### config.mk
export PLATFORM = sky130hd
export DESIGN_NAME = cdt_timer
export DESIGN_NICKNAME = d
export VERILOG_FILES = /design/src/rtl/cdt_pkg.sv /design/src/rtl/cdt_regs.sv /design/src/rtl/cdt_prescale.sv /design/src/rtl/cdt_counter.sv /design/src/rtl/cdt_timer.sv
export SDC_FILE = /design/constraint.sdc
export NUM_CORES = 1
export LEC_CHECK = 0
export BUFFER_PORTS_ARGS = -buffer_cell sky130_fd_sc_hd__buf_4
export CORE_AREA = 8 8 115 117
export CTS_BUF_LIST = sky130_fd_sc_hd__clkbuf_16
export CTS_CLUSTER_DIAMETER = 150
export DETAILED_ROUTE_END_ITERATION = 16
export DIE_AREA = 0 0 123 125
export PLACE_DENSITY = 0.81
export SYNTH_ARGS = -nofsm -noshare
export SYNTH_HDL_FRONTEND = slang
export SYNTH_SLANG_ARGS = --single-unit
### constraint.sdc
create_clock -name clk -period 3.2 [get_ports clk]
set_input_delay 0.48 -clock clk [delete_from_list [all_inputs] [get_ports clk]]
set_output_delay 0.48 -clock clk [all_outputs]
set_load 0.03 [all_outputs]
### src/rtl/cdt_pkg.sv
package cdt_pkg;
  localparam int unsigned OFF_ENTRY = 32'h320;
  localparam int unsigned OFF_START = 32'h380;
  localparam int unsigned OFF_LIVE  = 32'h390;
  localparam int unsigned OFF_DIV   = 32'h3E0;

  localparam int unsigned MASK_BIT  = 16;
  localparam int unsigned MODE_BIT  = 17;

  // largest prescaler shift the encoding can express (/128)
  localparam int unsigned MAX_SHIFT = 7;
  localparam int unsigned SHIFT_W   = $clog2(MAX_SHIFT + 1);

  // packed divide code {bit3, bit1, bit0} -> log2 of the divisor
  function automatic logic [SHIFT_W-1:0] code_to_shift(input logic [2:0] code);
    if (code == 3'b111) return '0;
    return SHIFT_W'(code) + SHIFT_W'(1);
  endfunction
endpackage

### src/rtl/cdt_regs.sv
module cdt_regs
  import cdt_pkg::*;
#(
  parameter int unsigned AW = 12,
  parameter int unsigned DW = 32,
  parameter int unsigned CW = 32,
  parameter int unsigned VW = 8
) (
  input  logic          clk,
  input  logic          rst_n,
  input  logic [AW-1:0] bus_addr,
  input  logic          bus_we,
  input  logic [DW-1:0] bus_wdata,
  input  logic          bus_re,
  output logic [DW-1:0] bus_rdata,
  input  logic [CW-1:0] live_count,
  output logic [VW-1:0] vec_q,
  output logic          mask_q,
  output logic          periodic_q,
  output logic [CW-1:0] start_q,
  output logic [2:0]    div_code_q,
  output logic          load_stb,
  output logic [CW-1:0] load_val
);
  logic hit_entry, hit_start, hit_live, hit_div;

  assign hit_entry = (bus_addr == AW'(OFF_ENTRY));
  assign hit_start = (bus_addr == AW'(OFF_START));
  assign hit_live  = (bus_addr == AW'(OFF_LIVE));
  assign hit_div   = (bus_addr == AW'(OFF_DIV));

  assign load_stb = bus_we && hit_start;
  assign load_val = bus_wdata[CW-1:0];

  always_ff @(posedge clk) begin
    if (!rst_n) begin
      vec_q      <= '0;
      mask_q     <= 1'b1;
      periodic_q <= 1'b0;
      start_q    <= '0;
      div_code_q <= '0;
    end else if (bus_we) begin
      if (hit_entry) begin
        vec_q      <= bus_wdata[VW-1:0];
        mask_q     <= bus_wdata[MASK_BIT];
        periodic_q <= bus_wdata[MODE_BIT];
      end
      if (hit_start) start_q <= bus_wdata[CW-1:0];
      if (hit_div)   div_code_q <= {bus_wdata[3], bus_wdata[1], bus_wdata[0]};
    end
  end

  always_comb begin
    bus_rdata = '0;
    if (bus_re) begin
      if (hit_entry) begin
        bus_rdata[VW-1:0]  = vec_q;
        bus_rdata[MASK_BIT] = mask_q;
        bus_rdata[MODE_BIT] = periodic_q;
      end else if (hit_start) begin
        bus_rdata[CW-1:0] = start_q;
      end else if (hit_live) begin
        bus_rdata[CW-1:0] = live_count;
      end else if (hit_div) begin
        bus_rdata[3] = div_code_q[2];
        bus_rdata[1] = div_code_q[1];
        bus_rdata[0] = div_code_q[0];
      end
    end
  end

  // a divide-register read never shows bits outside 3, 1 and 0
  a_r2_div_bits_zero: assert property (@(posedge clk) disable iff (!rst_n)
    (bus_re && hit_div) |-> ((bus_rdata & ~DW'(32'hB)) == '0));

  // the mask comes up set on the first cycle after reset
  a_r1_mask_after_reset: assert property (@(posedge clk)
    !rst_n |=> mask_q);
endmodule

### src/rtl/cdt_prescale.sv
module cdt_prescale
  import cdt_pkg::*;
(
  input  logic       clk,
  input  logic       rst_n,
  input  logic       restart,
  input  logic [2:0] div_code,
  output logic       tick
);
  localparam int unsigned PW = MAX_SHIFT;

  logic [PW-1:0]      cnt;
  logic [SHIFT_W-1:0] act_shift;
  logic [PW:0]        span;
  logic [PW-1:0]      last;

  assign span = (PW+1)'(1) << act_shift;
  assign last = span[PW-1:0] - PW'(1);
  assign tick = (cnt == last);

  // the shift in force is only replaced at a boundary or a restart
  always_ff @(posedge clk) begin
    if (!rst_n) begin
      cnt       <= '0;
      act_shift <= SHIFT_W'(1);
    end else if (restart || tick) begin
      cnt       <= '0;
      act_shift <= code_to_shift(div_code);
    end else begin
      cnt <= cnt + PW'(1);
    end
  end

  // the phase counter never passes the boundary of the active divisor
  a_r11_phase_bound: assert property (@(posedge clk) disable iff (!rst_n)
    cnt <= last);

  // the active divisor only moves at a boundary or restart
  a_r11_shift_held: assert property (@(posedge clk) disable iff (!rst_n)
    (!restart && !tick) |=> $stable(act_shift));
endmodule

### src/rtl/cdt_counter.sv
module cdt_counter #(
  parameter int unsigned CW = 32,
  parameter int unsigned VW = 8
) (
  input  logic          clk,
  input  logic          rst_n,
  input  logic          tick,
  input  logic          load,
  input  logic [CW-1:0] load_val,
  input  logic [CW-1:0] start_val,
  input  logic          periodic,
  input  logic          mask,
  input  logic [VW-1:0] vector,
  output logic [CW-1:0] count,
  output logic          irq_valid,
  output logic [VW-1:0] irq_vector
);
  logic running;

  always_ff @(posedge clk) begin
    if (!rst_n) begin
      count      <= '0;
      running    <= 1'b0;
      irq_valid  <= 1'b0;
      irq_vector <= '0;
    end else begin
      irq_valid <= 1'b0;
      if (load) begin
        count   <= load_val;
        running <= (load_val != '0);
      end else if (running) begin
        if (count == '0) begin
          if (periodic) count <= start_val;
          else          running <= 1'b0;
        end else if (tick) begin
          count <= count - CW'(1);
          if (count == CW'(1)) begin
            irq_valid  <= !mask;
            irq_vector <= vector;
          end
        end
      end
    end
  end

  // a request never lasts two cycles
  a_r6_single_pulse: assert property (@(posedge clk) disable iff (!rst_n)
    irq_valid |=> !irq_valid);

  // the request coincides with a zero count
  a_r6_zero_at_request: assert property (@(posedge clk) disable iff (!rst_n)
    irq_valid |-> (count == '0));

  // no request is issued when the mask was set at expiry
  a_r7_mask_blocks: assert property (@(posedge clk) disable iff (!rst_n)
    irq_valid |-> !$past(mask));

  // each prescaler tick takes exactly one off a running nonzero count
  a_r4_step_one: assert property (@(posedge clk) disable iff (!rst_n)
    (tick && running && !load && count != '0) |=> (count == $past(count) - CW'(1)));

  // a zero load leaves the timer stopped at zero
  a_r10_zero_load: assert property (@(posedge clk) disable iff (!rst_n)
    (load && load_val == '0) |=> (count == '0 && !running));

  // a stopped timer keeps its count until the next load
  a_r8_stopped_holds: assert property (@(posedge clk) disable iff (!rst_n)
    (!running && !load) |=> $stable(count));
endmodule

### src/rtl/cdt_timer.sv
module cdt_timer #(
  parameter int unsigned AW = 12,
  parameter int unsigned DW = 32,
  parameter int unsigned CW = 32,
  parameter int unsigned VW = 8
) (
  input  logic          clk,
  input  logic          rst_n,
  input  logic [AW-1:0] bus_addr,
  input  logic          bus_we,
  input  logic [DW-1:0] bus_wdata,
  input  logic          bus_re,
  output logic [DW-1:0] bus_rdata,
  output logic          irq_valid,
  output logic [VW-1:0] irq_vector
);
  logic [CW-1:0] live_count;
  logic [VW-1:0] vec_q;
  logic          mask_q;
  logic          periodic_q;
  logic [CW-1:0] start_q;
  logic [2:0]    div_code_q;
  logic          load_stb;
  logic [CW-1:0] load_val;
  logic          tick;

  cdt_regs #(.AW(AW), .DW(DW), .CW(CW), .VW(VW)) u_regs (
    .clk        (clk),
    .rst_n      (rst_n),
    .bus_addr   (bus_addr),
    .bus_we     (bus_we),
    .bus_wdata  (bus_wdata),
    .bus_re     (bus_re),
    .bus_rdata  (bus_rdata),
    .live_count (live_count),
    .vec_q      (vec_q),
    .mask_q     (mask_q),
    .periodic_q (periodic_q),
    .start_q    (start_q),
    .div_code_q (div_code_q),
    .load_stb   (load_stb),
    .load_val   (load_val)
  );

  cdt_prescale u_pre (
    .clk      (clk),
    .rst_n    (rst_n),
    .restart  (load_stb),
    .div_code (div_code_q),
    .tick     (tick)
  );

  cdt_counter #(.CW(CW), .VW(VW)) u_cnt (
    .clk        (clk),
    .rst_n      (rst_n),
    .tick       (tick),
    .load       (load_stb),
    .load_val   (load_val),
    .start_val  (start_q),
    .periodic   (periodic_q),
    .mask       (mask_q),
    .vector     (vec_q),
    .count      (live_count),
    .irq_valid  (irq_valid),
    .irq_vector (irq_vector)
  );

  // the vector on the port matches the entry as it stood at expiry
  a_r6_vector_match: assert property (@(posedge clk) disable iff (!rst_n)
    irq_valid |-> (irq_vector == $past(vec_q)));
endmodule

**Word-level counts from Yosys, hierarchy flattened**

Index checks and enable logic that the tools add are counted.

- Add/subtract/negate cells: 4
- Eq/ne operators: 8
- Shift operators: 1
- Muxes and demuxes: 26
- Bitwise logic cells: 6
- Reduce and logical (&&, ||, !) cells: 14

Operators with widths:

| kind | count |
|---|---|
| $mux W32 | 7 |
| $eq A12 B10 Y1 const B | 4 |
| $eq A32 B1 Y1 const B | 1 |
| $logic_not A32 Y1 | 1 |
| $reduce_bool A32 Y1 | 1 |
| $sub A32 B1 Y32 const B | 1 |
| $mux W28 | 1 |
| $mux W8 | 2 |
| $mux W14 | 1 |
| $mux W1 | 10 |
| $add A7 B1 Y7 const B | 1 |
| $eq A7 B7 Y1 | 1 |
| $shl A1 B3 Y7 const A | 1 |
| $sub A7 B1 Y7 const B | 1 |
| $mux W2 | 3 |
| $mux W3 | 2 |
| $not A1 Y1 | 6 |
| $reduce_and A2 Y1 | 3 |
| $reduce_or A6 Y1 | 1 |
| $reduce_and A5 Y1 | 1 |
| $add A3 B1 Y3 const B | 1 |
| $eq A3 B3 Y1 const B | 1 |
| $ne A3 B3 Y1 const B | 1 |
| $reduce_and A3 Y1 | 1 |
| other kinds (6) | 6 |

- Register bits after elaboration: 97
- Output and inout bits: 41
- Logic and storage cells: 70

**Logic depth before layout (Yosys ltp)**

Gate-level depths: netlist of the first run.

- Depth after elaboration: 7
- Gate-level depth with buffers: 13

**Modules after synthesis**

From an unflattened synthesis of the first run, not the netlist that was laid out.

- Cells, all modules: 779
- Area, all modules: 6329.8 µm²

Modules (own cells, without submodules):

| module | instances | cells an instance | area an instance (µm²) |
|---|---|---|---|
| cdt_counter | 1 | 362 | 2813.9 |
| cdt_regs | 1 | 335 | 2793.9 |
| cdt_prescale | 1 | 82 | 721.9 |

**Worst setup path after synthesis of the first run**

Ideal clock, no wire load.

- Kind: input -> output
- From: input bus_addr[1]
- To: output bus_rdata[0]
- Arrival time: 2514 ps
- Path slack: 206 ps
- Stages: 7
- Buffers on the path: 1
- Cells stage by stage: or4_4 -> nor2_1 -> nand3_1 -> nor3_1 -> buf_2 -> a222oi_1 -> a21boi_0

- Word-level cells in the longest chain between the ends: 6
- Elaborated cells on any way between the ends: 9
- Those cells by class: 4 x eq/ne; 5 x mux

Ends and longest elaborated chain:

| element | line | source |
|---|---|---|
| from (decl) | cdt_timer.sv:9 | `input logic [AW-1:0] bus_addr,` |
| $eq A12 B10 Y1 | cdt_regs.sv:30 | `assign hit_div = (bus_addr == AW'(OFF_DIV));` |
| $mux W2 | cdt_regs.sv:64 | `end else if (hit_div) begin` |
| $mux W2 | cdt_regs.sv:62 | `end else if (hit_live) begin` |
| $mux W32 | cdt_regs.sv:60 | `end else if (hit_start) begin` |
| $mux W8 * | cdt_regs.sv:56 | `if (hit_entry) begin` |
| $mux W32 * | cdt_regs.sv:55 | `if (bus_re) begin` |
| to (decl) | cdt_timer.sv:13 | `output logic [DW-1:0] bus_rdata,` |

Mark *: on every way between the ends. The rest lies on a longest branch, timed or not.

**Worst setup path after layout of the first run**

- From: register u_pre.act_shift[2]
- To: register u_cnt.count[11]

- Word-level cells in the longest chain between the ends: 5

Ends and longest elaborated chain:

| element | line | source |
|---|---|---|
| from (decl) | cdt_prescale.sv:13 | `logic [SHIFT_W-1:0] act_shift;` |
| from (signal assigned) | cdt_prescale.sv:28 | `act_shift <= code_to_shift(div_code);` |
| $shl A1 B3 Y7 | cdt_prescale.sv:17 | `assign span = (PW+1)'(1) << act_shift;` |
| $sub A7 B1 Y7 | cdt_prescale.sv:18 | `assign last = span[PW-1:0] - PW'(1);` |
| $eq A7 B7 Y1 | cdt_prescale.sv:19 | `assign tick = (cnt == last);` |
| $reduce_bool A3 Y1 (no source line) | - |  |
| $reduce_and A3 Y1 (no source line) | - |  |
| to (signal assigned) | cdt_counter.sv:29 | `count <= load_val;` |
| to (signal assigned) | cdt_counter.sv:33 | `if (periodic) count <= start_val;` |
| to (signal assigned) | cdt_counter.sv:36 | `count <= count - CW'(1);` |
| to (decl) | cdt_counter.sv:14 | `output logic [CW-1:0] count,` |

No other way between the ends.
A chain may end at the register's enable or synchronous reset.

==> flow_results.xml, run 1 <==
<?xml version="1.0" encoding="UTF-8"?>
<metrics>
  <group name="timing">
    <metric name="timing.final.setup_violations" unit="">0</metric>
    <metric name="maxClockFrequency" unit="MHz">330.8</metric>
    <metric name="slew-limit-headroom" unit="">0.5617</metric>
    <metric name="final.setup_skew" unit="ps">7.067</metric>
    <metric name="fin_tns_setup" unit="ps">0</metric>
    <metric name="timing_worst_slew_pin_value" unit="ps">651.5</metric>
    <metric name="hold_viol" unit="">0</metric>
    <metric name="final_period_demand_of_the_worst_path" unit="ps">3023</metric>
    <metric name="slew_violations" unit="">0</metric>
    <metric name="layout_worst_path_cycle_share" unit="">0.9447</metric>
    <metric name="rsz0062_at_grt" unit="">no</metric>
  </group>
  <group name="clock_network">
    <metric name="tritoncts" unit="">done</metric>
    <metric name="count_of_buffers_added_by_post_cts_timing_repair_for_setup" unit="">0</metric>
    <metric name="cts_num_sinks" unit="">97</metric>
    <metric name="cts_max_path_buffers" unit="">2</metric>
    <metric name="clk_transition_reported_paths" unit="ps">70</metric>
    <metric name="cts_htree_levels" unit="">3</metric>
    <metric name="clock_latency" unit="ps">350</metric>
    <metric name="clock-root-buffer" unit="">sky130_fd_sc_hd__clkbuf_16</metric>
    <metric name="cts_buffers" unit="">9</metric>
  </group>
  <group name="synth">
    <metric name="yosys_warnings" unit="">0</metric>
    <metric name="synth_ff_type" unit="">sky130_fd_sc_hd__dfxtp_1</metric>
    <metric name="syn_area_per_cell" unit="µm²">8.200</metric>
    <metric name="synthCells" unit="">719</metric>
    <metric name="synth_nets" unit="">774</metric>
    <metric name="synth_enable_flop_cells" unit="">0</metric>
    <metric name="synth_cell_type_count" unit="">82</metric>
    <metric name="netlist.top_cell.by_area" unit="">sky130_fd_sc_hd__dfxtp_1</metric>
    <metric name="syn-cell-area" unit="mm²">0.005896</metric>
    <metric name="yosys.area.top_type_share" unit="">0.3294</metric>
    <metric name="ys_seq_elements" unit="">97</metric>
    <metric name="async_flop_share" unit="">0</metric>
    <metric name="synthTopCellsByArea" unit="">sky130_fd_sc_hd__dfxtp_1 (33%), sky130_fd_sc_hd__nand2_1 (5.9%), sky130_fd_sc_hd__a21oi_1 (5.3%), sky130_fd_sc_hd__mux2i_1 (4.4%), sky130_fd_sc_hd__nor2_1 (4.3%)</metric>
    <metric name="synth.yosys.seq_area_share" unit="">0.3294</metric>
  </group>
  <group name="hold_path">
    <metric name="timing.hold.worst.class" unit="">input pin to flip-flop</metric>
    <metric name="min_from" unit="">bus_wdata[6]</metric>
  </group>
  <group name="setup_path">
    <metric name="worst_setup_path_startpoint" unit="">u_pre.act_shift[2]</metric>
    <metric name="crit-reg2reg-launch" unit="">u_pre.act_shift[2]</metric>
    <metric name="worstSetupStartpointType" unit="">flip-flop</metric>
    <metric name="critical_path.endpoint_type" unit="">flip-flop</metric>
    <metric name="critical_path_required" unit="ps">3460</metric>
    <metric name="worst_ep_arrival_time" unit="ps">3280</metric>
    <metric name="timing.setup.critical_path_class" unit="">flip-flop to flip-flop</metric>
    <metric name="crit_path_max_fanout" unit="">12</metric>
  </group>
  <group name="global_route">
    <metric name="global_route.overflow_total" unit="">0</metric>
    <metric name="grt_util_all_layers" unit="">0.2260</metric>
    <metric name="first_pass_grt_wire_length" unit="mm">28.79</metric>
    <metric name="grt_start_max_net_pins" unit="">54</metric>
    <metric name="antenna_found_initial" unit="">0</metric>
    <metric name="grt_pass1_vias" unit="">5909</metric>
  </group>
  <group name="cells_and_area">
    <metric name="n_antenna_cell" unit="">0</metric>
    <metric name="design_area" unit="mm²">0.006885</metric>
    <metric name="design.final.nets" unit="">828</metric>
    <metric name="layout.cells.most_common" unit="">sky130_fd_sc_hd__buf_4</metric>
    <metric name="areaGrowthSynthToFinish" unit="%">16.79</metric>
    <metric name="multi_input_comb_area" unit="mm²">0.003578</metric>
    <metric name="regArea" unit="mm²">0.001942</metric>
    <metric name="final_layout_size_suffix_gt1_frac" unit="">0.2121</metric>
    <metric name="most-common-layout-cells" unit="">sky130_fd_sc_hd__buf_4 (102), sky130_fd_sc_hd__dfxtp_1 (97), sky130_fd_sc_hd__nand2_1 (92)</metric>
    <metric name="fillCellCount" unit="">1043</metric>
  </group>
  <group name="drt">
    <metric name="detail_route.first_pass.iterations" unit="">9</metric>
    <metric name="vias_after_detailed_routing" unit="">6038</metric>
    <metric name="route.detailed.vias_per_inst" unit="">6.528</metric>
    <metric name="drc_errors" unit="">0</metric>
    <metric name="total_length_of_routed_wires" unit="mm">18.23</metric>
    <metric name="route.detailed.wl_per_inst" unit="µm">19.70</metric>
    <metric name="drt_iter0_markers" unit="">650</metric>
    <metric name="route.antenna.remaining_nets" unit="">0</metric>
  </group>
  <group name="power">
    <metric name="p_per_area" unit="mW/mm²">380.6</metric>
    <metric name="p_leak" unit="nW">2.578</metric>
    <metric name="finalPower" unit="mW">2.621</metric>
    <metric name="vdd_drop_max" unit="mV">0.3269</metric>
  </group>
  <group name="floorplan">
    <metric name="die_area" unit="mm²">0.01538</metric>
    <metric name="floorplan.initialDensity" unit="">0.5078</metric>
    <metric name="boundaryPins" unit="">89</metric>
    <metric name="floorplan.core_area" unit="mm²">0.01161</metric>
    <metric name="die_w" unit="µm">123</metric>
    <metric name="die_height" unit="µm">125</metric>
    <metric name="placementRows" unit="">40</metric>
  </group>
  <group name="run_status">
    <metric name="run_status" unit="">finished clean</metric>
  </group>
  <group name="placed_design">
    <metric name="detailedPlacementHpwl" unit="mm">12.46</metric>
    <metric name="place_congestion" unit="">0.9397</metric>
    <metric name="portBuffers" unit="">88</metric>
    <metric name="dpl_cell_area" unit="mm²">0.006581</metric>
  </group>
  <group name="run">
    <metric name="cap_violations" unit="">0</metric>
  </group>
</metrics>
kinds of logic (layout without fill, tap and decap cells):
kind of cell | count (synthesis) | in the layout | share of synthesized area
buffers and inverters | 72 | 131 | 0.06515
XOR/XNOR | 26 | 26 | 0.03863
multiplexers | 26 | 26 | 0.04414
AO/OA/AOI/OAI | 211 | 211 | 0.2562
flip-flops | 97 | 97 | 0.3294
adder cells (fa/ha/maj) | 7 | 7 | 0.01486
AND/OR/NAND/NOR | 280 | 280 | 0.2517
worst paths after layout:
| kind | endpoint | slack (ps) | cells after the start |
|---|---|---|---|
| hold reg to reg | u_regs.start_q[14] | 470 | 2 |
| setup / recovery | u_cnt.count[11] | 180 | 10 |
| setup reg to reg | u_cnt.count[11] | 180 | 10 |
| hold / removal | u_regs.vec_q[6] | 400 | 3 |
worst max-delay path: stages (launching register included):
cell and delay (ps):
sky130_fd_sc_hd__dfxtp_1 400, sky130_fd_sc_hd__or3_4 430, sky130_fd_sc_hd__ha_1 310, sky130_fd_sc_hd__nor3_1 210, sky130_fd_sc_hd__o211ai_1 130, sky130_fd_sc_hd__a311oi_1 320
sky130_fd_sc_hd__o311a_2 330, sky130_fd_sc_hd__a21o_4 230, sky130_fd_sc_hd__buf_4 210, sky130_fd_sc_hd__a31oi_1 130, sky130_fd_sc_hd__a311oi_2 250
metal layers:
metal | global-route usage | routed length, µm | part of all wire | up-vias
met4 | 0.1021 | 573 | 0.031 | 0
met1 | 0.2797 | 7380 | 0.40 | 2837
met2 | 0.3722 | 8574 | 0.47 | 382
met3 | 0.03960 | 1699 | 0.093 | 62
li1 | - | - | - | 2757
met5 | 0 | 0 | 0 | -
cell usage after synthesis, drive strengths merged, types with 9 or more instances:
library cell  count
nand2            96
nor3             15
a22oi            22
o211ai           15
dfxtp            97
mux2i            26
o21ai            32
a21oi            63
clkbuf           30
nand3            21
and3              9
inv               9
a311oi           10
buf              33
xor2             13
a222oi           10
xnor2            13
nor4             18
nor2             72
where the power goes:
group	switching [mW]	leakage (nW)	total, mW	internal (mW)
registers	0.0196	0.782	1.24	1.22
clock network	0.495	0.143	1.11	0.613
logic	0.153	1.65	0.272	0.119
per-stage QoR:
step	hold slack, ps	utilization	worst slack, ps	std cells
final	396.9	0.5930	177.0	925
after global routing	411.7	0.5930	41.40	925
after CTS	394.4	0.5928	104.9	925
after detailed placement	457.1	0.5668	135.9	909
after global placement	450.1	0.5668	278.6	909
after floorplan	434.5	-	206.4	719
registers in the layout, summed over array words and instances (netlist names):
signal,flops
u_cnt.running,1
u_pre.act_shift,3
u_regs.vec_q,8
u_cnt.irq_valid,1
u_cnt.count,32
u_cnt.irq_vector,8
u_regs.mask_q,1
u_regs.start_q,32
u_regs.div_code_q,3
u_pre.cnt,7
u_regs.periodic_q,1
cell type report:
cell class	instances	area share
Clock inverter	7	0.01108
Tap cell	147	0.02671
Sequential cell	97	0.2820
Multi-Input combinational cell	550	0.5197
Clock buffer	9	0.03271
Timing Repair Buffer	106	0.1228
Inverter	9	0.004906
timing repair:
| action | in CTS | in global routing |
|---|---|---|
| gates resized for setup | 0 | 1 |
| hold buffers | 0 | 0 |
| setup endpoints to repair | 0 | 2 |
No activity file was read; power rests on OpenSTA's default activity.
==> run 2: changes to the inputs <==
==> constraint.sdc (replaced) <==
create_clock -name clk -period 3.25 [get_ports clk]
set_input_delay 0.4875 -clock clk [delete_from_list [all_inputs] [get_ports clk]]
set_output_delay 0.4875 -clock clk [all_outputs]
set_load 0.03 [all_outputs]
==> flow_results.xml, run 2 (same netlist as run 1, synthesis figures left out) <==
<?xml version="1.0" encoding="UTF-8"?>
<metrics>
  <group name="run_status">
    <metric name="run_status" unit="">finished clean</metric>
  </group>
  <group name="floorplan">
    <metric name="die_area" unit="mm²">0.01538</metric>
    <metric name="floorplan.initialDensity" unit="">0.5078</metric>
    <metric name="boundaryPins" unit="">89</metric>
    <metric name="die_w" unit="µm">123</metric>
    <metric name="floorplan.core_area" unit="mm²">0.01161</metric>
    <metric name="placementRows" unit="">40</metric>
    <metric name="die_height" unit="µm">125</metric>
  </group>
  <group name="cells_and_area">
    <metric name="multi_input_comb_area" unit="mm²">0.003578</metric>
    <metric name="design.final.nets" unit="">831</metric>
    <metric name="final_layout_size_suffix_gt1_frac" unit="">0.2151</metric>
    <metric name="largest_registers" unit="">u_cnt.count (32), u_regs.start_q (32)</metric>
    <metric name="most-common-layout-cells" unit="">sky130_fd_sc_hd__buf_4 (107), sky130_fd_sc_hd__dfxtp_1 (97), sky130_fd_sc_hd__nand2_1 (92)</metric>
    <metric name="regArea" unit="mm²">0.001942</metric>
    <metric name="layout.cells.most_common" unit="">sky130_fd_sc_hd__buf_4</metric>
    <metric name="n_antenna_cell" unit="">0</metric>
    <metric name="areaGrowthSynthToFinish" unit="%">16.87</metric>
    <metric name="final-instance-count-excl-fill" unit="">928</metric>
    <metric name="fillCellCount" unit="">1017</metric>
  </group>
  <group name="global_route">
    <metric name="first_pass_grt_wire_length" unit="mm">28.90</metric>
    <metric name="grt_start_max_net_pins" unit="">62</metric>
    <metric name="global_route.overflow_total" unit="">0</metric>
    <metric name="grt_util_all_layers" unit="">0.2281</metric>
    <metric name="antenna_found_initial" unit="">0</metric>
    <metric name="grt_pass1_vias" unit="">5812</metric>
  </group>
  <group name="timing">
    <metric name="layout_worst_path_cycle_share" unit="">0.9439</metric>
    <metric name="final_period_demand_of_the_worst_path" unit="ps">3068</metric>
    <metric name="timing.final.setup_violations" unit="">0</metric>
    <metric name="timing_worst_slew_pin_value" unit="ps">638.9</metric>
    <metric name="maxClockFrequency" unit="MHz">326.0</metric>
    <metric name="final.setup_skew" unit="ps">10.16</metric>
    <metric name="fin_tns_setup" unit="ps">0</metric>
    <metric name="rsz0062_at_grt" unit="">no</metric>
    <metric name="slew_violations" unit="">0</metric>
    <metric name="slew-limit-headroom" unit="">0.5708</metric>
    <metric name="hold_viol" unit="">0</metric>
  </group>
  <group name="placed_design">
    <metric name="portBuffers" unit="">88</metric>
    <metric name="place_congestion" unit="">0.8915</metric>
    <metric name="detailedPlacementHpwl" unit="mm">12.34</metric>
    <metric name="placed_cells" unit="">908</metric>
  </group>
  <group name="setup_path">
    <metric name="worst_r2r_path_depth" unit="">9</metric>
    <metric name="critical_path.endpoint_type" unit="">flip-flop</metric>
    <metric name="slowest_delay" unit="ps">430</metric>
    <metric name="crit_path_max_fanout" unit="">21</metric>
    <metric name="worstSetupStartpointType" unit="">flip-flop</metric>
    <metric name="worstPathBufferInverterCount" unit="">0</metric>
    <metric name="crit-reg2reg-launch" unit="">u_pre.act_shift[2]</metric>
    <metric name="worst_ep_arrival_time" unit="ps">3320</metric>
    <metric name="ff_to_ff_setup_slack" unit="ps">180</metric>
    <metric name="critical-path-slowest-cell" unit="">sky130_fd_sc_hd__or3_4</metric>
    <metric name="critical_path_required" unit="ps">3500</metric>
    <metric name="rr_endpoint" unit="">u_cnt.count[21]</metric>
    <metric name="cpLargestDelayFamily" unit="">compound AO/OA/AOI/OAI gates</metric>
    <metric name="worstPathCellList" unit="">or3_4 &gt; ha_1 &gt; nor3_1 &gt; o211ai_1 &gt; a311oi_1 &gt; o311a_2 &gt; a21o_4 &gt; nand2_2 &gt; a32o_1</metric>
    <metric name="timing.setup.critical_path_class" unit="">flip-flop to flip-flop</metric>
  </group>
  <group name="clock_network">
    <metric name="clock_latency" unit="ps">360</metric>
    <metric name="tritoncts" unit="">done</metric>
    <metric name="clock-root-buffer" unit="">sky130_fd_sc_hd__clkbuf_16</metric>
    <metric name="cts_hold_buf" unit="">0</metric>
    <metric name="clk_transition_reported_paths" unit="ps">70</metric>
    <metric name="cts_num_sinks" unit="">97</metric>
    <metric name="cts_max_path_buffers" unit="">2</metric>
    <metric name="cts_htree_levels" unit="">3</metric>
    <metric name="cts_buffers" unit="">9</metric>
  </group>
  <group name="hold_path">
    <metric name="timing.hold.worst.class" unit="">input pin to flip-flop</metric>
    <metric name="min_from" unit="">bus_wdata[5]</metric>
    <metric name="min_delay_path_depth" unit="">3</metric>
    <metric name="hold-path-endpoint" unit="">u_regs.vec_q[5]</metric>
  </group>
  <group name="power">
    <metric name="vdd_drop_max" unit="mV">0.2203</metric>
    <metric name="p_leak" unit="nW">2.593</metric>
    <metric name="p_per_area" unit="mW/mm²">384.2</metric>
  </group>
  <group name="drt">
    <metric name="highest-signal-layer" unit="">met4</metric>
    <metric name="vias_after_detailed_routing" unit="">5947</metric>
    <metric name="route.detailed.vias_per_inst" unit="">6.408</metric>
    <metric name="route.detailed.wl_per_inst" unit="µm">19.30</metric>
    <metric name="total_length_of_routed_wires" unit="mm">17.91</metric>
    <metric name="met2WireLength" unit="mm">8.574</metric>
    <metric name="drt_iter0_markers" unit="">736</metric>
    <metric name="detail_route.first_pass.iterations" unit="">9</metric>
    <metric name="route.antenna.remaining_nets" unit="">0</metric>
    <metric name="drc_errors" unit="">0</metric>
    <metric name="met3WireLength" unit="mm">1.474</metric>
    <metric name="wl_met1" unit="mm">7.413</metric>
  </group>
  <group name="run">
    <metric name="cap_violations" unit="">0</metric>
  </group>
</metrics>
[run 2: cell count changes in the layout (fill, tap and decap cells not counted), sizes merged]
| cell | before | now |
|---|---|---|
| inv | 12 | 13 |
| clkinvlp | 2 | 1 |
| buf | 106 | 109 |
[run 2: final cells by class]
cell class / count / area share
Clock inverter: 7 / 0.01217
Multi-Input combinational cell: 550 / 0.5193
Inverter: 9 / 0.004903
Sequential cell: 97 / 0.2818
Clock buffer: 9 / 0.03269
Tap cell: 147 / 0.02669
Timing Repair Buffer: 109 / 0.1224
[run 2: worst reg2reg max path: cells and delay by family (launching register included)]
family	cells	cell delay, ps
fa+ha+maj	1	310
compound gates	5	1350
simple gates	3	900
flops	1	400
[run 2: power by group]
part           internal (mW)  total, mW  switching [mW]  leakage [nW]
combinational          0.136      0.293           0.157          1.66
sequential              1.20       1.22          0.0212         0.782
clock                  0.612       1.13           0.519         0.149
total                   1.95       2.65           0.697          2.59
[run 2: how the worst max path moves through the flow]
stage                                  start  cells after the start  slack [ps]               to
after global routing      u_pre.act_shift[2]                      9           7  u_cnt.count[21]
after CTS                 u_pre.act_shift[2]                      9          40  u_cnt.count[21]
after floorplan                  bus_addr[1]                      7         240     bus_rdata[0]
after global placement    u_pre.act_shift[2]                      9         230  u_cnt.count[21]
final                     u_pre.act_shift[2]                      9         180  u_cnt.count[21]
after detailed placement  u_pre.act_shift[0]                      9          90  u_cnt.count[21]
[run 2: per-stage QoR]
step / utilization / setup slack, ps / total power [mW] / instance area [µm²] / hold slack (ps)
finish: 0.5934 / 182.4 / 2.648 / 6890 / 391.5
global route: 0.5934 / 6.556 / 2.715 / 6890 / 399.7
global placement: 0.5640 / 227.6 / 1.494 / 6549 / 449.9
detailed placement: 0.5640 / 90.95 / 1.511 / 6549 / 456.8
floorplan: - / 241.4 / 1.407 / 5896 / 434.5
CTS: 0.5906 / 40.99 / 2.619 / 6858 / 391.9
[run 2: what timing repair did]
item | CTS | global route
endpoints found under the hold margin | 0 | 0
setup buffers | 0 | 4
setup endpoints to repair | 0 | 21
gates resized for setup | 0 | 1
[run 2: metal layers]
layer,GRT usage,vias up
met2,0.3770,339
met4,0.08434,0
met3,0.04545,49
met5,0,-
met1,0.2853,2796
li1,-,2763
==> run 3: changes to the inputs <==
--- a/config.mk
+++ b/config.mk
@@ -6,12 +6,13 @@
 export NUM_CORES = 1
 export LEC_CHECK = 0
 export BUFFER_PORTS_ARGS = -buffer_cell sky130_fd_sc_hd__buf_4
-export CORE_AREA = 8 8 115 117
+export CORE_AREA = 8 8 119 121
 export CTS_BUF_LIST = sky130_fd_sc_hd__clkbuf_16
 export CTS_CLUSTER_DIAMETER = 150
 export DETAILED_ROUTE_END_ITERATION = 16
-export DIE_AREA = 0 0 123 125
-export PLACE_DENSITY = 0.81
+export DIE_AREA = 0 0 127 129
+export PLACE_DENSITY = 0.8
 export SYNTH_ARGS = -nofsm -noshare
 export SYNTH_HDL_FRONTEND = slang
+export SYNTH_HIERARCHICAL = 1
 export SYNTH_SLANG_ARGS = --single-unit
==> flow_results.xml, run 3 <==
<?xml version="1.0" encoding="UTF-8"?>
<metrics>
  <group name="setup_path">
    <metric name="crit_path_max_fanout" unit="">12</metric>
    <metric name="critical-path-slowest-cell" unit="">sky130_fd_sc_hd__or4_1</metric>
    <metric name="critical_path_required" unit="ps">3520</metric>
    <metric name="ff_to_ff_setup_slack" unit="ps">260</metric>
    <metric name="worstSetupStartpointType" unit="">flip-flop</metric>
    <metric name="timing.setup.critical_path_class" unit="">flip-flop to flip-flop</metric>
    <metric name="rr_endpoint" unit="">u_cnt/count[22]</metric>
    <metric name="critical_path.endpoint_type" unit="">flip-flop</metric>
    <metric name="worst_r2r_path_depth" unit="">13</metric>
    <metric name="critPathMostFrequentCell" unit="">sky130_fd_sc_hd__nand2_1</metric>
    <metric name="slowest_delay" unit="ps">540</metric>
    <metric name="worstPathCellList" unit="">buf_4 &gt; nor2_1 &gt; nand2_1 &gt; ha_2 &gt; nor3_1 &gt; o211ai_1 &gt; a311oi_2 &gt; and3_1 &gt; nand2_1 &gt; inv_1 &gt; a21oi_2 &gt; or4_1 &gt; a31oi_1</metric>
    <metric name="worstPathBufferInverterCount" unit="">2</metric>
    <metric name="worst_ep_arrival_time" unit="ps">3270</metric>
    <metric name="cpLargestDelayFamily" unit="">simple AND/OR/NAND/NOR gates</metric>
    <metric name="crit-reg2reg-launch" unit="">u_pre/act_shift[2]</metric>
  </group>
  <group name="floorplan">
    <metric name="boundaryPins" unit="">89</metric>
    <metric name="die_area" unit="mm²">0.01638</metric>
    <metric name="placementRows" unit="">41</metric>
    <metric name="floorplan.initialDensity" unit="">0.5141</metric>
    <metric name="die_height" unit="µm">129</metric>
    <metric name="die_w" unit="µm">127</metric>
    <metric name="floorplan.core_area" unit="mm²">0.01231</metric>
  </group>
  <group name="synth">
    <metric name="syn-cell-area" unit="mm²">0.006330</metric>
    <metric name="synth_cell_type_count" unit="">71</metric>
    <metric name="async_flop_share" unit="">0</metric>
    <metric name="synth_ff_type" unit="">sky130_fd_sc_hd__dfxtp_1</metric>
    <metric name="synth_nets" unit="">833</metric>
    <metric name="synth.most_common_cell" unit="">sky130_fd_sc_hd__nand2_1</metric>
    <metric name="ys_seq_elements" unit="">97</metric>
    <metric name="synth.yosys.seq_area_share" unit="">0.3068</metric>
    <metric name="yosys_warnings" unit="">6</metric>
    <metric name="netlist.top_cell.by_area" unit="">sky130_fd_sc_hd__dfxtp_1</metric>
    <metric name="synthCells" unit="">779</metric>
    <metric name="synth_enable_flop_cells" unit="">0</metric>
    <metric name="syn_area_per_cell" unit="µm²">8.126</metric>
    <metric name="synthTopCellsByArea" unit="">sky130_fd_sc_hd__dfxtp_1 (31%), sky130_fd_sc_hd__mux2i_1 (13%), sky130_fd_sc_hd__nand2_1 (7.5%), sky130_fd_sc_hd__nor2_1 (4.3%), sky130_fd_sc_hd__buf_4 (3.8%)</metric>
    <metric name="ys_top_cells_by_count" unit="">sky130_fd_sc_hd__nand2_1 (126), sky130_fd_sc_hd__dfxtp_1 (97), sky130_fd_sc_hd__mux2i_1 (80)</metric>
    <metric name="yosys.area.top_type_share" unit="">0.3068</metric>
  </group>
  <group name="timing">
    <metric name="slew-limit-headroom" unit="">0.3367</metric>
    <metric name="timing.final.setup_violations" unit="">0</metric>
    <metric name="hold-worst-slack" unit="ps">400.3</metric>
    <metric name="layout_worst_path_cycle_share" unit="">0.9215</metric>
    <metric name="fin_tns_setup" unit="ps">0</metric>
    <metric name="maxClockFrequency" unit="MHz">333.9</metric>
    <metric name="final.setup.worst_slack" unit="ps">255.1</metric>
    <metric name="final_period_demand_of_the_worst_path" unit="ps">2995</metric>
    <metric name="hold_viol" unit="">0</metric>
    <metric name="final.setup_skew" unit="ps">8.430</metric>
    <metric name="rsz0062_at_grt" unit="">no</metric>
    <metric name="timing_worst_slew_pin_value" unit="ps">993.9</metric>
    <metric name="slew_violations" unit="">0</metric>
  </group>
  <group name="clock_network">
    <metric name="tritoncts" unit="">done</metric>
    <metric name="cts_buffers" unit="">9</metric>
    <metric name="cts_htree_levels" unit="">3</metric>
    <metric name="cts_max_path_buffers" unit="">2</metric>
    <metric name="cts_num_sinks" unit="">97</metric>
    <metric name="clock-root-buffer" unit="">sky130_fd_sc_hd__clkbuf_16</metric>
    <metric name="clk_transition_reported_paths" unit="ps">70</metric>
    <metric name="clock_latency" unit="ps">350</metric>
  </group>
  <group name="placed_design">
    <metric name="place_worst_setup_slack" unit="ps">255.9</metric>
    <metric name="place_congestion" unit="">0.8924</metric>
    <metric name="portBuffers" unit="">88</metric>
    <metric name="detailedPlacementHpwl" unit="mm">12.31</metric>
  </group>
  <group name="cells_and_area">
    <metric name="design.final.nets" unit="">878</metric>
    <metric name="areaGrowthSynthToFinish" unit="%">14.71</metric>
    <metric name="largest_registers" unit="">u_cnt/count (32), u_regs/start_q (32)</metric>
    <metric name="layout.cells.most_common" unit="">sky130_fd_sc_hd__nand2_1</metric>
    <metric name="most-common-layout-cells" unit="">sky130_fd_sc_hd__nand2_1 (126), sky130_fd_sc_hd__buf_4 (118), sky130_fd_sc_hd__dfxtp_1 (97)</metric>
    <metric name="final_layout_size_suffix_gt1_frac" unit="">0.1954</metric>
    <metric name="fillCellCount" unit="">1113</metric>
    <metric name="n_antenna_cell" unit="">0</metric>
  </group>
  <group name="global_route">
    <metric name="grt_start_max_net_pins" unit="">61</metric>
    <metric name="grt_pass1_vias" unit="">5771</metric>
    <metric name="antenna_found_initial" unit="">0</metric>
    <metric name="grt_util_all_layers" unit="">0.2113</metric>
    <metric name="global_route.overflow_total" unit="">0</metric>
    <metric name="first_pass_grt_wire_length" unit="mm">28.51</metric>
  </group>
  <group name="drt">
    <metric name="route.antenna.remaining_nets" unit="">0</metric>
    <metric name="drt_iter0_markers" unit="">541</metric>
    <metric name="met2WireLength" unit="mm">8.291</metric>
    <metric name="highest-signal-layer" unit="">met4</metric>
    <metric name="met3WireLength" unit="mm">1.482</metric>
    <metric name="wl_met1" unit="mm">7.374</metric>
    <metric name="total_length_of_routed_wires" unit="mm">17.46</metric>
    <metric name="detail_route.first_pass.iterations" unit="">5</metric>
    <metric name="route.detailed.vias_per_inst" unit="">6.134</metric>
    <metric name="vias_after_detailed_routing" unit="">6005</metric>
    <metric name="route.detailed.wl_per_inst" unit="µm">17.83</metric>
    <metric name="drc_errors" unit="">0</metric>
  </group>
  <group name="hold_path">
    <metric name="min_from" unit="">bus_wdata[26]</metric>
    <metric name="min_delay_path_depth" unit="">3</metric>
    <metric name="timing.hold.worst.class" unit="">input pin to flip-flop</metric>
    <metric name="hold-path-endpoint" unit="">u_regs/start_q[26]</metric>
  </group>
  <group name="power">
    <metric name="p_leak" unit="nW">3.233</metric>
    <metric name="vdd_drop_max" unit="mV">0.1986</metric>
    <metric name="p_per_area" unit="mW/mm²">357.2</metric>
  </group>
  <group name="run_status">
    <metric name="run_status" unit="">finished clean</metric>
  </group>
  <group name="run">
    <metric name="cap_violations" unit="">0</metric>
  </group>
</metrics>
==> run 3: how the worst max path moves through the flow <==
stage                            start               to  slack, ps  depth (start not counted)
finish              u_pre/act_shift[2]  u_cnt/count[22]        260                         13
global route        u_pre/act_shift[2]  u_cnt/count[28]          4                         13
CTS                 u_pre/act_shift[2]  u_cnt/count[25]        220                         15
global placement    u_pre/act_shift[2]   u_cnt/count[8]        360                         15
floorplan                  bus_addr[0]     bus_rdata[3]         10                          4
detailed placement  u_pre/act_shift[2]  u_cnt/count[25]        260                         15
==> run 3: metal layers <==
metal	GRT usage	vias up
met3	0.04427	32
met2	0.3495	257
met4	0.07278	0
met5	0	-
li1	-	2876
met1	0.2677	2840
==> run 3: final cells by class <==
class / instances / area [µm²] / area share
multi-input cells: 579 / 3831 / 0.5277
flip-flops and latches: 97 / 1942 / 0.2674
repair buffers: 119 / 897.1 / 0.1236
clock buffers: 9 / 225.2 / 0.03102
well taps: 150 / 187.7 / 0.02585
clock inverters: 7 / 110.1 / 0.01516
inverters: 18 / 67.56 / 0.009306
==> run 3: repair_timing <==
action                                  CTS  global route
endpoints found under the hold margin     0             0
hold buffers                              0             0
gates resized for setup                   0             2
endpoints found under the setup margin    0            19
setup buffers                             0             0
==> run 3: metrics by stage <==
stage	std cells	utilization	area [µm²]	power, mW
after CTS	979	0.5892	7254	2.610
after floorplan	779	-	6330	1.358
final	979	0.5897	7261	2.593
after global routing	979	0.5897	7261	2.677
after detailed placement	963	0.5620	6919	1.416
after global placement	963	0.5620	6919	1.415
==> run 3: worst register-to-register path, cell delays in order (launching register included) <==
cell and delay [ps]:
sky130_fd_sc_hd__dfxtp_1 310, sky130_fd_sc_hd__buf_4 170, sky130_fd_sc_hd__nor2_1 160, sky130_fd_sc_hd__nand2_1 80
sky130_fd_sc_hd__ha_2 230, sky130_fd_sc_hd__nor3_1 150, sky130_fd_sc_hd__o211ai_1 110, sky130_fd_sc_hd__a311oi_2 380
sky130_fd_sc_hd__and3_1 200, sky130_fd_sc_hd__nand2_1 90, sky130_fd_sc_hd__inv_1 170, sky130_fd_sc_hd__a21oi_2 140
sky130_fd_sc_hd__or4_1 540, sky130_fd_sc_hd__a31oi_1 180
==> run 3: power by group <==
| group | switching (mW) | leakage, nW | internal (mW) | total (mW) |
|---|---|---|---|---|
| registers | 0.00594 | 0.781 | 1.19 | 1.20 |
| logic | 0.111 | 2.29 | 0.0815 | 0.193 |
| clock network | 0.456 | 0.166 | 0.746 | 1.20 |
==> run 3: cell families after synthesis <==
kind of cell             share of synthesized area
AO/OA/AOI/OAI                               0.1485
adder cells (fa/ha/maj)                    0.01186
multiplexers                                0.1431
buffers and inverters                      0.08836
AND/OR/NAND/NOR                             0.2724
flip-flops                                  0.3068
XOR/XNOR                                   0.02906
